===== config.mk =====
export PLATFORM = sky130hd
export DESIGN_NAME = tri_dac_front
export DESIGN_NICKNAME = d
export VERILOG_FILES = /design/src/rtl/dacif_pkg.sv /design/src/rtl/dacif_decode.sv /design/src/rtl/dacif_chan_reg.sv /design/src/rtl/dacif_power.sv /design/src/rtl/tri_dac_front.sv
export SDC_FILE = /design/constraint.sdc
export NUM_CORES = 1
export LEC_CHECK = 0
export CORE_MARGIN = 4
export CORE_UTILIZATION = 29
export DETAILED_ROUTE_END_ITERATION = 8
export DONT_BUFFER_PORTS = 1
export GPL_TIMING_DRIVEN = 0
export PLACE_DENSITY = 0.52
export SYNTH_ARGS = -nofsm -noshare
export SYNTH_HDL_FRONTEND = slang
export SYNTH_SLANG_ARGS = --single-unit

===== constraint.sdc =====
create_clock -name clk -period 3.6 [get_ports clk]
set_input_delay 0 -clock clk [delete_from_list [all_inputs] [get_ports clk]]
set_output_delay 0 -clock clk [all_outputs]
set_load 0.03 [all_outputs]

===== src/rtl/dacif_pkg.sv =====
package dacif_pkg;
    localparam int CODE_W  = 8;
    localparam int N_CH    = 3;
    localparam int ADDR_W  = 2;
    localparam logic [ADDR_W-1:0] SD_ADDR = ADDR_W'(3);

    typedef logic [CODE_W-1:0] code_t;
endpackage


===== src/rtl/dacif_decode.sv =====
module dacif_decode
    import dacif_pkg::*;
(
    input  logic              wr_n,
    input  logic [ADDR_W-1:0] addr,
    output logic [N_CH-1:0]   ch_sel,
    output logic              sd_hit,
    output logic              ch_hit
);
    for (genvar i = 0; i < N_CH; i++) begin : g_sel
        assign ch_sel[i] = !wr_n && (addr == ADDR_W'(i));
    end

    assign sd_hit = !wr_n && (addr == SD_ADDR);
    assign ch_hit = |ch_sel;
endmodule


===== src/rtl/dacif_chan_reg.sv =====
module dacif_chan_reg
    import dacif_pkg::*;
(
    input  logic  clk,
    input  logic  rst_n,
    input  logic  load,
    input  code_t data,
    output code_t code
);
    code_t code_d, code_q;

    always_comb begin
        code_d = code_q;
        if (load) begin
            code_d = data;
        end
    end

    always_ff @(posedge clk or negedge rst_n) begin
        if (!rst_n) begin
            code_q <= '0;
        end else begin
            code_q <= code_d;
        end
    end

    assign code = code_q;
endmodule


===== src/rtl/dacif_power.sv =====
module dacif_power #(
    parameter int SETTLE_CYCLES = 3250
) (
    input  logic clk,
    input  logic rst_n,
    input  logic sd_hit,
    input  logic ch_hit,
    output logic disable_o,
    output logic ready_o
);
    localparam int CNT_W = (SETTLE_CYCLES < 2) ? 1 : $clog2(SETTLE_CYCLES + 1);
    localparam logic [CNT_W-1:0] LAST = CNT_W'(SETTLE_CYCLES - 1);

    typedef struct packed {
        logic             sd;
        logic             rdy;
        logic [CNT_W-1:0] cnt;
    } pwr_t;

    pwr_t st_d, st_q;

    always_comb begin
        st_d = st_q;
        if (sd_hit) begin
            st_d.sd  = 1'b1;
            st_d.rdy = 1'b0;
            st_d.cnt = '0;
        end else if (ch_hit && st_q.sd) begin
            st_d.sd  = 1'b0;
            st_d.rdy = 1'b0;
            st_d.cnt = '0;
        end else if (!st_q.sd && !st_q.rdy) begin
            if (st_q.cnt == LAST) begin
                st_d.rdy = 1'b1;
            end else begin
                st_d.cnt = st_q.cnt + 1'b1;
            end
        end
    end

    always_ff @(posedge clk or negedge rst_n) begin
        if (!rst_n) begin
            st_q <= '{sd: 1'b0, rdy: 1'b1, cnt: '0};
        end else begin
            st_q <= st_d;
        end
    end

    assign disable_o = st_q.sd;
    assign ready_o   = st_q.rdy;
endmodule


===== src/rtl/tri_dac_front.sv =====
module tri_dac_front
    import dacif_pkg::*;
#(
    parameter int SETTLE_CYCLES = 3250
) (
    input  logic              clk,
    input  logic              rst_n,
    input  logic              wr_n,
    input  logic [ADDR_W-1:0] addr,
    input  logic [CODE_W-1:0] data,
    output logic [CODE_W-1:0] code_a,
    output logic [CODE_W-1:0] code_b,
    output logic [CODE_W-1:0] code_c,
    output logic              out_disable,
    output logic              out_ready
);
    logic [N_CH-1:0] ch_sel;
    logic            sd_hit;
    logic            ch_hit;
    code_t           codes [N_CH];

    dacif_decode i_decode (
        .wr_n   (wr_n),
        .addr   (addr),
        .ch_sel (ch_sel),
        .sd_hit (sd_hit),
        .ch_hit (ch_hit)
    );

    for (genvar i = 0; i < N_CH; i++) begin : g_ch
        dacif_chan_reg i_reg (
            .clk   (clk),
            .rst_n (rst_n),
            .load  (ch_sel[i]),
            .data  (data),
            .code  (codes[i])
        );
    end

    dacif_power #(.SETTLE_CYCLES(SETTLE_CYCLES)) i_power (
        .clk       (clk),
        .rst_n     (rst_n),
        .sd_hit    (sd_hit),
        .ch_hit    (ch_hit),
        .disable_o (out_disable),
        .ready_o   (out_ready)
    );

    assign code_a = codes[0];
    assign code_b = codes[1];
    assign code_c = codes[2];
endmodule


==> out/metrics.cfg, run 1 <==
[sta]
finalCriticalPeriod_ns = 1.75
setup_tns_ns = 0
drv_slew = 0
setup_violations = 0
max_slew_margin_pct = 48.6
hold_viol = 0
post-route-period-util_pct = 48.5
fmax_mhz = 573
rsz0062_at_grt = no
tightest_slew_ns = 0.768
fin_worst_skew_ns = 0.00634

[global_routing]
antenna_found_initial = 0
grt_max_degree = 39
grt_pass1_vias = 1085
track_usage_pct = 9.92
grt_pass1_wl_um = 5530
overflow = 0

[setup_path]
crit_path_max_incr_delay_ns = 0.57
worst-r2r-setup-slack_ns = 1.85
endpoint_kind = flop
cp_num_buf_inv = 0
rr_worst_depth = 4
timing.rr.start = i_power.disable_o
cp-start-kind = flop
reg2reg_to = i_power.st_q[11]
path_class = reg -> reg
cp_slowest_cell = dfrtp_1
crit_chain = and4bb_1 > nand4_2 > or4_1 > nand2_1
arrival_ns = 1.98
critPathMaxFanout = 7
cp_data_required_time_ns = 3.83
crit_family = simple AND/OR/NAND/NOR gates

[detailed_routing]
vias = 1027
first_pass_iters = 4
viasPerCell = 4.75
ant_nets = 0
drtIter0Drc = 22
wl_per_cell_um = 15.4
wirelength_um = 3330
drc = 0

[clock_network]
hold_buffers = 12
ctsResizeCount = 0
post-cts-setup-buffers = 0
ctsLongestPathBuffers = 2
clk_pin_slew_ns = 0.08
htree_num_levels = 2
cts_tree = done
clock-sinks = 38
numCtsBuffers = 5
clock_latency_ns = 0.29
cts_root_buffer = clkbuf_8

[synthesis]
yosysSeqAreaShare_pct = 57.9
avgSynthCellArea_um2 = 13.3
yosysWarningCount = 0
synth_area_um2 = 1640
ys_types = 31
synth_seq_cells = 38
syn_nets = 139
syn_inst = 124

[floorplan]
fp.dieW_um = 83.3
core_um2 = 5510
fp.dieArea_um2 = 6940
pin_count = 39
start_util_pct = 29.9
core.rowCount = 27
dieHeight_um = 83.3

[min_path]
hp-class = in -> reg
hp-start = addr[0]
hold_path_depth = 3
hold_end = i_power.st_q[11]

[finish]
multi_input_area_um2 = 677
area_growth_pct = 19.2
fin_cells = 216
drive_above_1_share_pct = 29.2
final_core_util_pct = 35.6
n_antenna_cell = 0
fin_nets = 158
regArea_um2 = 952
fill_cells = 529

[pwr]
p_leak_nw = 0.833
powerDensity_nw_per_um2 = 583
ir_worst_vdd_mv = 0.264

[placement]
finalWeightedCongestion = 0.740
portBuffers = 0
placedCellCount = 196
hpwlAfterDp_um = 2390

[flow_run]
maxCapViolCount = 0

[status]
status = completed

-- state kept, by name (all words and copies together) (netlist names) --
register and cells:
i_power.disable_o 1, g_ch.i_reg.code 24, i_power.ready_o 1, i_power.st_q 12
-- how the worst max path moves through the flow --
stage	start	end	slack [ns]	depth (start not counted)
5_1_grt	i_power.disable_o	i_power.st_q[10]	1.69	4
6_report	i_power.disable_o	i_power.st_q[11]	1.85	4
4_1_cts	i_power.st_q[0]	i_power.st_q[1]	1.83	5
3_3_place_gp	i_power.disable_o	i_power.st_q[11]	1.87	4
2_1_floorplan	i_power.disable_o	i_power.st_q[11]	2.00	4
3_5_place_dp	i_power.disable_o	i_power.st_q[11]	1.87	4
-- synthesized netlist by cell type, drive strengths merged --
cell     n  area share [%]
nor3     1            0.61
nand2    4            0.91
nand3    4             1.2
clkbuf   2            0.46
dfrtp   37              56
and4b    1            0.61
o21ai    2            0.61
nand4    4             1.9
a21oi    2            0.61
inv      2            0.46
nor3b    2             1.5
xnor2    1            0.53
or4      1            0.46
and4bb   1            0.76
and3b    1            0.53
a211oi   1            0.46
a311oi   1            0.91
nor4b    1            0.53
a31o     1            0.53
and3     1            0.46
and4     1            0.68
dfstp    1             1.6
mux2    24              16
o221ai   1            0.53
xor2     8             4.3
a41oi    1            0.53
ha       2             1.5
and2     2            0.84
nor2    14             3.2
-- cells by family (layout without fill, tap and decap cells) --
logic type	Yosys count	in the layout	synth area share [%]
simple gates	38	38	14.2
buf+inv	4	24	0.914
xor+xnor	9	9	4.79
compound gates	9	9	4.19
fa+ha+maj	2	2	1.52
mux	24	24	16.4
flops	38	38	57.9
-- per-stage QoR --
step	area (µm²)	setup WS [ns]	power, mW	hold WS, ns
CTS	1960	1.83	1.16	0.0334
floorplan	1640	2.00	0.783	-0.296
detailed placement	1730	1.87	0.831	-0.294
global route	1960	1.69	1.21	0.0732
global placement	1730	1.87	0.822	-0.294
finish	1960	1.85	1.14	0.0480
-- layer usage --
metal	wire length [µm]	share of wire, %	vias to the layer above	GRT usage [%]
met4	27	0.81	0	2.67
met2	1570	47	38	16.5
met3	365	11	2	5.16
met5	0	0	-	0
met1	1370	41	506	11.2
li1	-	-	481	-
-- worst min-delay path: cells and delay by family --
family	cells	cell delay, ns
AO/OA/AOI/OAI	2	0.25
AND/OR/NAND/NOR	1	0.05
-- area by class of cell --
| type | count | area share (%) |
|---|---|---|
| flip-flops and latches | 38 | 48.6 |
| multi-input cells | 82 | 34.5 |
| repair buffers | 12 | 6.64 |
| well taps | 72 | 4.60 |
| clock buffers | 6 | 4.21 |
| clock inverters | 2 | 0.639 |
| plain buffers | 2 | 0.383 |
| inverters | 2 | 0.383 |
-- power breakdown --
part           switching (mW)  leakage, nW  internal (mW)
Clock                   0.148       0.0472          0.154
Combinational          0.0726        0.316         0.0879
Sequential              0.178        0.470          0.502
-- cells in the final DEF, fill, tap and decap left out, drive strengths merged, types with 2 or more instances in the layout --
| cell | count |
|---|---|
| inv | 2 |
| ha | 2 |
| clkbuf | 8 |
| nand2 | 4 |
| nor2 | 14 |
| dlygate4sd3 | 11 |
| xor2 | 8 |
| dfrtp | 37 |
| mux2 | 24 |
| and2 | 2 |
| o21ai | 2 |
| nor3b | 2 |
| a21oi | 2 |
| nand4 | 4 |
| nand3 | 4 |
Note: power is estimated with default switching activity, not from simulation.
==> run 2: changes to the inputs <==
- clock period: 3.6 -> 1.8 ns (I/O delays scaled with it)
==> run 2 against run 1 <==
  * First-iteration DRC count grew 18%
  * Total power grew 100%
  * Utilization grew 0.41 points
==> out/metrics.cfg, run 2 (same netlist as run 1, synthesis figures left out) <==
[status]
status = completed  ; unchanged

[detailed_routing]
top_layer_used = met4  ; unchanged
wl_per_cell_um = 15.6  ; was 15.4 µm
wl_met3_um = 358  ; was 365 µm
viasPerCell = 4.81  ; was 4.75
wl_met1_um = 1400  ; was 1370 µm
vias = 1040  ; was 1,027
wirelength_um = 3370  ; was 3330 µm
first_pass_iters = 2  ; was 4
drtIter0Drc = 26  ; was 22
wl_met2_um = 1580  ; was 1570 µm
ant_nets = 0  ; unchanged
drc = 0  ; unchanged

[clock_network]
htree_num_levels = 2  ; unchanged
cts_root_buffer = clkbuf_8  ; unchanged
clock-sinks = 38  ; unchanged
cts_tree = done  ; unchanged
clock_latency_ns = 0.29  ; about the same
ctsLongestPathBuffers = 2  ; unchanged
clk_pin_slew_ns = 0.08  ; about the same
numCtsBuffers = 5  ; unchanged
post-cts-setup-buffers = 0  ; unchanged

[sta]
finalCriticalPeriod_ns = 1.70  ; was 1.75 ns
fin_worst_skew_ns = 0.00585  ; was 0.00634 ns
finalWorstSetupSlack_ns = 0.102  ; was 1.85 ns
tightest_slew_ns = 0.763  ; was 0.768 ns
rsz0062_at_grt = no  ; unchanged
setup_violations = 0  ; unchanged
post-route-period-util_pct = 94.3  ; was 48.5%
drv_slew = 0  ; unchanged
fmax_mhz = 589  ; was 573 MHz
setup_tns_ns = 0  ; unchanged
max_slew_margin_pct = 48.9  ; was 48.6%
hold_viol = 0  ; unchanged

[global_routing]
overflow = 0  ; unchanged
grt_max_degree = 39  ; unchanged
antenna_found_initial = 0  ; unchanged
track_usage_pct = 9.92  ; unchanged
grt_pass1_wl_um = 5530  ; unchanged
grt_pass1_vias = 1085  ; unchanged

[finish]
n_antenna_cell = 0  ; unchanged
final_cell_mix = 36 x dfrtp_1, 24 x mux2_2, 14 x nor2_1  ; was 37 x dfrtp_1, 24 x mux2_2, 14 x nor2_1
area_growth_pct = 20.5  ; was 19.2%
final_common_cell = dfrtp_1  ; unchanged
drive_above_1_share_pct = 31.9  ; was 29.2%
fin_cells = 216  ; unchanged
largest_reg_flops = 24  ; unchanged
fin_nets = 158  ; unchanged

[setup_path]
critPathMaxFanout = 5  ; was 7
endpoint_kind = flop  ; unchanged
cp-start-kind = flop  ; unchanged
arrival_ns = 1.87  ; was 1.98 ns
cp_data_required_time_ns = 1.98  ; was 3.83 ns
path_class = reg -> reg  ; unchanged

[placement]
place_ws_ns = 0.0683  ; was 1.87 ns
finalWeightedCongestion = 0.740  ; unchanged
placedCellCount = 196  ; unchanged
portBuffers = 0  ; unchanged
hpwlAfterDp_um = 2390  ; unchanged

[min_path]
hp-class = in -> reg  ; unchanged

[floorplan]
fp.dieArea_um2 = 6940  ; unchanged
start_util_pct = 29.9  ; unchanged
core_um2 = 5510  ; unchanged
pin_count = 39  ; unchanged
core.rowCount = 27  ; unchanged
dieHeight_um = 83.3  ; unchanged
fp.dieW_um = 83.3  ; unchanged

[pwr]
ir_worst_vdd_mv = 0.529  ; was 0.264 mV
p_leak_nw = 0.838  ; was 0.833 nW
powerDensity_nw_per_um2 = 1170  ; was 583 nW/µm²
total_power_mw = 2.31  ; was 1.14 mW

[flow_run]
maxCapViolCount = 0  ; unchanged

run 2: cell type report:
class	count	area (µm²)
Timing Repair Buffer	12	130
Fill cell	528	3520
Tap cell	72	90.1
Clock buffer	6	82.6
Buffer	2	8.76
Clock inverter	2	12.5
Multi-Input combinational cell	82	697
Inverter	2	7.51
Sequential cell	38	953
run 2: worst paths after layout:
path                       slack [ns]  cells past startpoint              from               end
max                              0.10                      5   i_power.st_q[0]   i_power.st_q[2]
min                              0.04                      3           addr[0]  i_power.st_q[11]
max reg2reg                      0.10                      5   i_power.st_q[0]   i_power.st_q[2]
min reg2reg                      0.57                      2  i_power.st_q[11]  i_power.st_q[11]
max in group asynchronous        1.40                      2             rst_n   i_power.ready_o
min in group asynchronous        0.16                      2             rst_n   i_power.st_q[7]
run 2: critical path, stage by stage, from the launching register on:
cell	delay, ns
dfrtp_1	0.42
ha_1	0.21
and4b_1	0.24
a311oi_4	0.45
a21oi_2	0.09
a31o_1	0.19
run 2: routing by layer:
metal	up-vias	track usage [%]
met3	2	5.16
met2	37	16.5
met4	0	2.67
li1	480	-
met5	-	0
met1	521	11.2
run 2: repair_timing:
item,4_1_cts,5_1_grt
endpoints found under the hold margin,63,0
resized for setup,0,6
setup endpoints to repair,0,13
hold buffers,12,0
run 2: through the flow:
| step | util [%] | hold slack, ns | area (µm²) |
|---|---|---|---|
| 5_1_grt | 36.0 | 0.0732 | 1980 |
| 6_report | 36.0 | 0.0443 | 1980 |
| 3_5_place_dp | 31.5 | -0.294 | 1730 |
| 4_1_cts | 35.6 | 0.0334 | 1960 |
| 3_3_place_gp | 31.5 | -0.294 | 1730 |
| 2_1_floorplan | - | -0.296 | 1640 |
run 2: power breakdown:
| part | switching [mW] | internal (mW) |
|---|---|---|
| Sequential | 0.358 | 1.00 |
| Clock | 0.298 | 0.308 |
| Combinational | 0.157 | 0.187 |
==> run 3: changes to the inputs <==
- PLACE_DENSITY: 0.52 -> 0.46
==> run 3 against run 2 <==
  * Hold slack worse by 0.0068 ns
  * First-iteration DRC count up 100%
  * Maximum frequency up 1.3%
  * Global-route usage up 0.84 points
  * Worst setup slack better by 0.022 ns
  * Non-clock buffer count unchanged
  * Largest cell class unchanged
==> out/metrics.cfg, run 3 (same netlist as run 1, synthesis figures left out) <==
[status]
status = completed  ; unchanged

[sta]
hold_viol = 0  ; unchanged
post-route-period-util_pct = 93.1  ; was 94.3%
finalCriticalPeriod_ns = 1.68  ; was 1.70 ns
fin_worst_skew_ns = 0.00751  ; was 0.00585 ns
fmax_mhz = 597  ; was 589 MHz
setup_violations = 0  ; unchanged
max_slew_margin_pct = 49.4  ; was 48.9%
tightest_slew_ns = 0.754  ; was 0.763 ns
setup_tns_ns = 0  ; unchanged
rsz0062_at_grt = no  ; unchanged
drv_slew = 0  ; unchanged

[floorplan]
dieHeight_um = 83.3  ; unchanged
start_util_pct = 29.9  ; unchanged
core.rowCount = 27  ; unchanged
pin_count = 39  ; unchanged
fp.dieW_um = 83.3  ; unchanged
core_um2 = 5510  ; unchanged
fp.dieArea_um2 = 6940  ; unchanged

[finish]
final_core_util_pct = 36.7  ; was 36.0%
fin_cells = 216  ; unchanged
area_growth_pct = 23.0  ; was 20.5%
n_antenna_cell = 0  ; unchanged
regArea_um2 = 953  ; unchanged
final_cell_mix = 36 x dfrtp_1, 24 x mux2_2, 14 x nor2_1  ; unchanged
multi_input_area_um2 = 694  ; was 697 µm²
fill_cells = 556  ; was 528
fin_nets = 158  ; unchanged
largest_reg_flops = 24  ; unchanged
drive_above_1_share_pct = 31.3  ; was 31.9%
final_common_cell = dfrtp_1  ; unchanged

[flow_run]
maxCapViolCount = 0  ; unchanged

[setup_path]
critPathMaxFanout = 5  ; unchanged
arrival_ns = 1.86  ; was 1.87 ns
cp_data_required_time_ns = 1.98  ; about the same
path_depth = 5  ; unchanged
endpoint_kind = flop  ; unchanged
rr_worst_depth = 5  ; unchanged
cp-start-kind = flop  ; unchanged
cp_num_buf_inv = 0  ; unchanged
crit_family = compound AO/OA/AOI/OAI gates  ; unchanged
path_class = reg -> reg  ; unchanged
crit_path_max_incr_delay_ns = 0.42  ; was 0.45 ns
cp_slowest_cell = dfrtp_1  ; was a311oi_4
crit_chain = ha_1 > and4b_1 > a311oi_4 > a21oi_1 > a31o_1  ; was ha_1 > and4b_1 > a311oi_4 > a21oi_2 > a31o_1

[placement]
hpwlAfterDp_um = 2410  ; was 2390 µm
finalWeightedCongestion = 0.722  ; was 0.740
portBuffers = 0  ; unchanged
placedCellCount = 196  ; unchanged

[detailed_routing]
drtIter0Drc = 53  ; was 26
first_pass_iters = 7  ; was 2
viasPerCell = 4.82  ; was 4.81
wirelength_um = 3420  ; was 3370 µm
vias = 1042  ; was 1,040
drc = 0  ; unchanged
wl_per_cell_um = 15.8  ; was 15.6 µm
ant_nets = 0  ; unchanged

[clock_network]
cts_tree = done  ; unchanged
cts_root_buffer = clkbuf_8  ; unchanged
numCtsBuffers = 5  ; unchanged
post-cts-setup-buffers = 0  ; unchanged
ctsLongestPathBuffers = 2  ; unchanged
clock-sinks = 38  ; unchanged
htree_num_levels = 2  ; unchanged
clk_pin_slew_ns = 0.08  ; about the same
clock_latency_ns = 0.29  ; about the same

[pwr]
powerDensity_nw_per_um2 = 1270  ; was 1170 nW/µm²
p_leak_nw = 0.859  ; was 0.838 nW
ir_worst_vdd_mv = 0.679  ; was 0.529 mV

[global_routing]
grt_pass1_wl_um = 5890  ; was 5530 µm
track_usage_pct = 10.8  ; was 9.92%
grt_max_degree = 39  ; unchanged
overflow = 0  ; unchanged
grt_pass1_vias = 1146  ; was 1,085
antenna_found_initial = 0  ; unchanged

[min_path]
hold_path_depth = 3  ; unchanged
hp-class = in -> reg  ; unchanged

[run 3: cell types whose count changed in the layout (fill, tap and decap cells not counted), sizes merged]
cell / before / now
bufinv: 0 / 2
clkbuf: 8 / 7
clkinvlp: 1 / 0
[run 3: tightest hold or removal path: cells and delay by family]
kind	cells	cell delay, ns
compound gates	2	0.25
simple gates	1	0.05
[run 3: repair_timing]
item,4_1_cts,5_1_grt
hold endpoints to repair,63,0
gates resized for setup,0,5
hold buffers,12,0
setup endpoints to repair,0,13
[run 3: metrics by stage]
step / instance area, µm² / hold WS [ns] / total power, mW / worst slack (ns)
2_1_floorplan: 1640 / -0.296 / 1.57 / 0.199
3_3_place_gp: 1730 / -0.294 / 1.65 / 0.0696
3_5_place_dp: 1730 / -0.294 / 1.67 / 0.0648
4_1_cts: 2000 / 0.0361 / 2.59 / 0.0309
5_1_grt: 2020 / 0.0550 / 2.71 / 0.0249
6_report: 2020 / 0.0375 / 2.56 / 0.124
[run 3: path summary, 6_finish.rpt]
| check | from | to | slack, ns |
|---|---|---|---|
| min in group asynchronous | rst_n | i_power.st_q[7] | 0.15 |
| max in group asynchronous | rst_n | i_power.ready_o | 1.38 |
| worst max register to register | i_power.st_q[0] | i_power.st_q[2] | 0.12 |
| worst min register to register | i_power.st_q[11] | i_power.st_q[11] | 0.57 |
| worst min-delay path | addr[0] | i_power.st_q[11] | 0.04 |
| worst max-delay path | i_power.st_q[0] | i_power.st_q[2] | 0.12 |
[run 3: report_power, final]
part           total, mW  internal, mW  switching, mW
clock              0.867         0.555          0.312
combinational      0.326         0.180          0.146
sequential          1.37          1.00          0.365
[run 3: layout make-up]
class	count	share of cell area [%]
Inverter	2	0.371
Sequential cell	38	47.2
Clock buffer	5	3.40
Tap cell	72	4.46
Timing Repair Buffer	12	6.44
Buffer	2	0.433
Clock inverter	3	3.40
Multi-Input combinational cell	82	34.3
[run 3: metal layers]
layer | wire length [µm] | GRT usage [%] | part of all wire [%]
met5 | 0 | 0 | 0
met3 | 384 | 6.35 | 11
met1 | 1400 | 13.0 | 41
met4 | 38 | 2.67 | 1.1
met2 | 1600 | 16.4 | 47
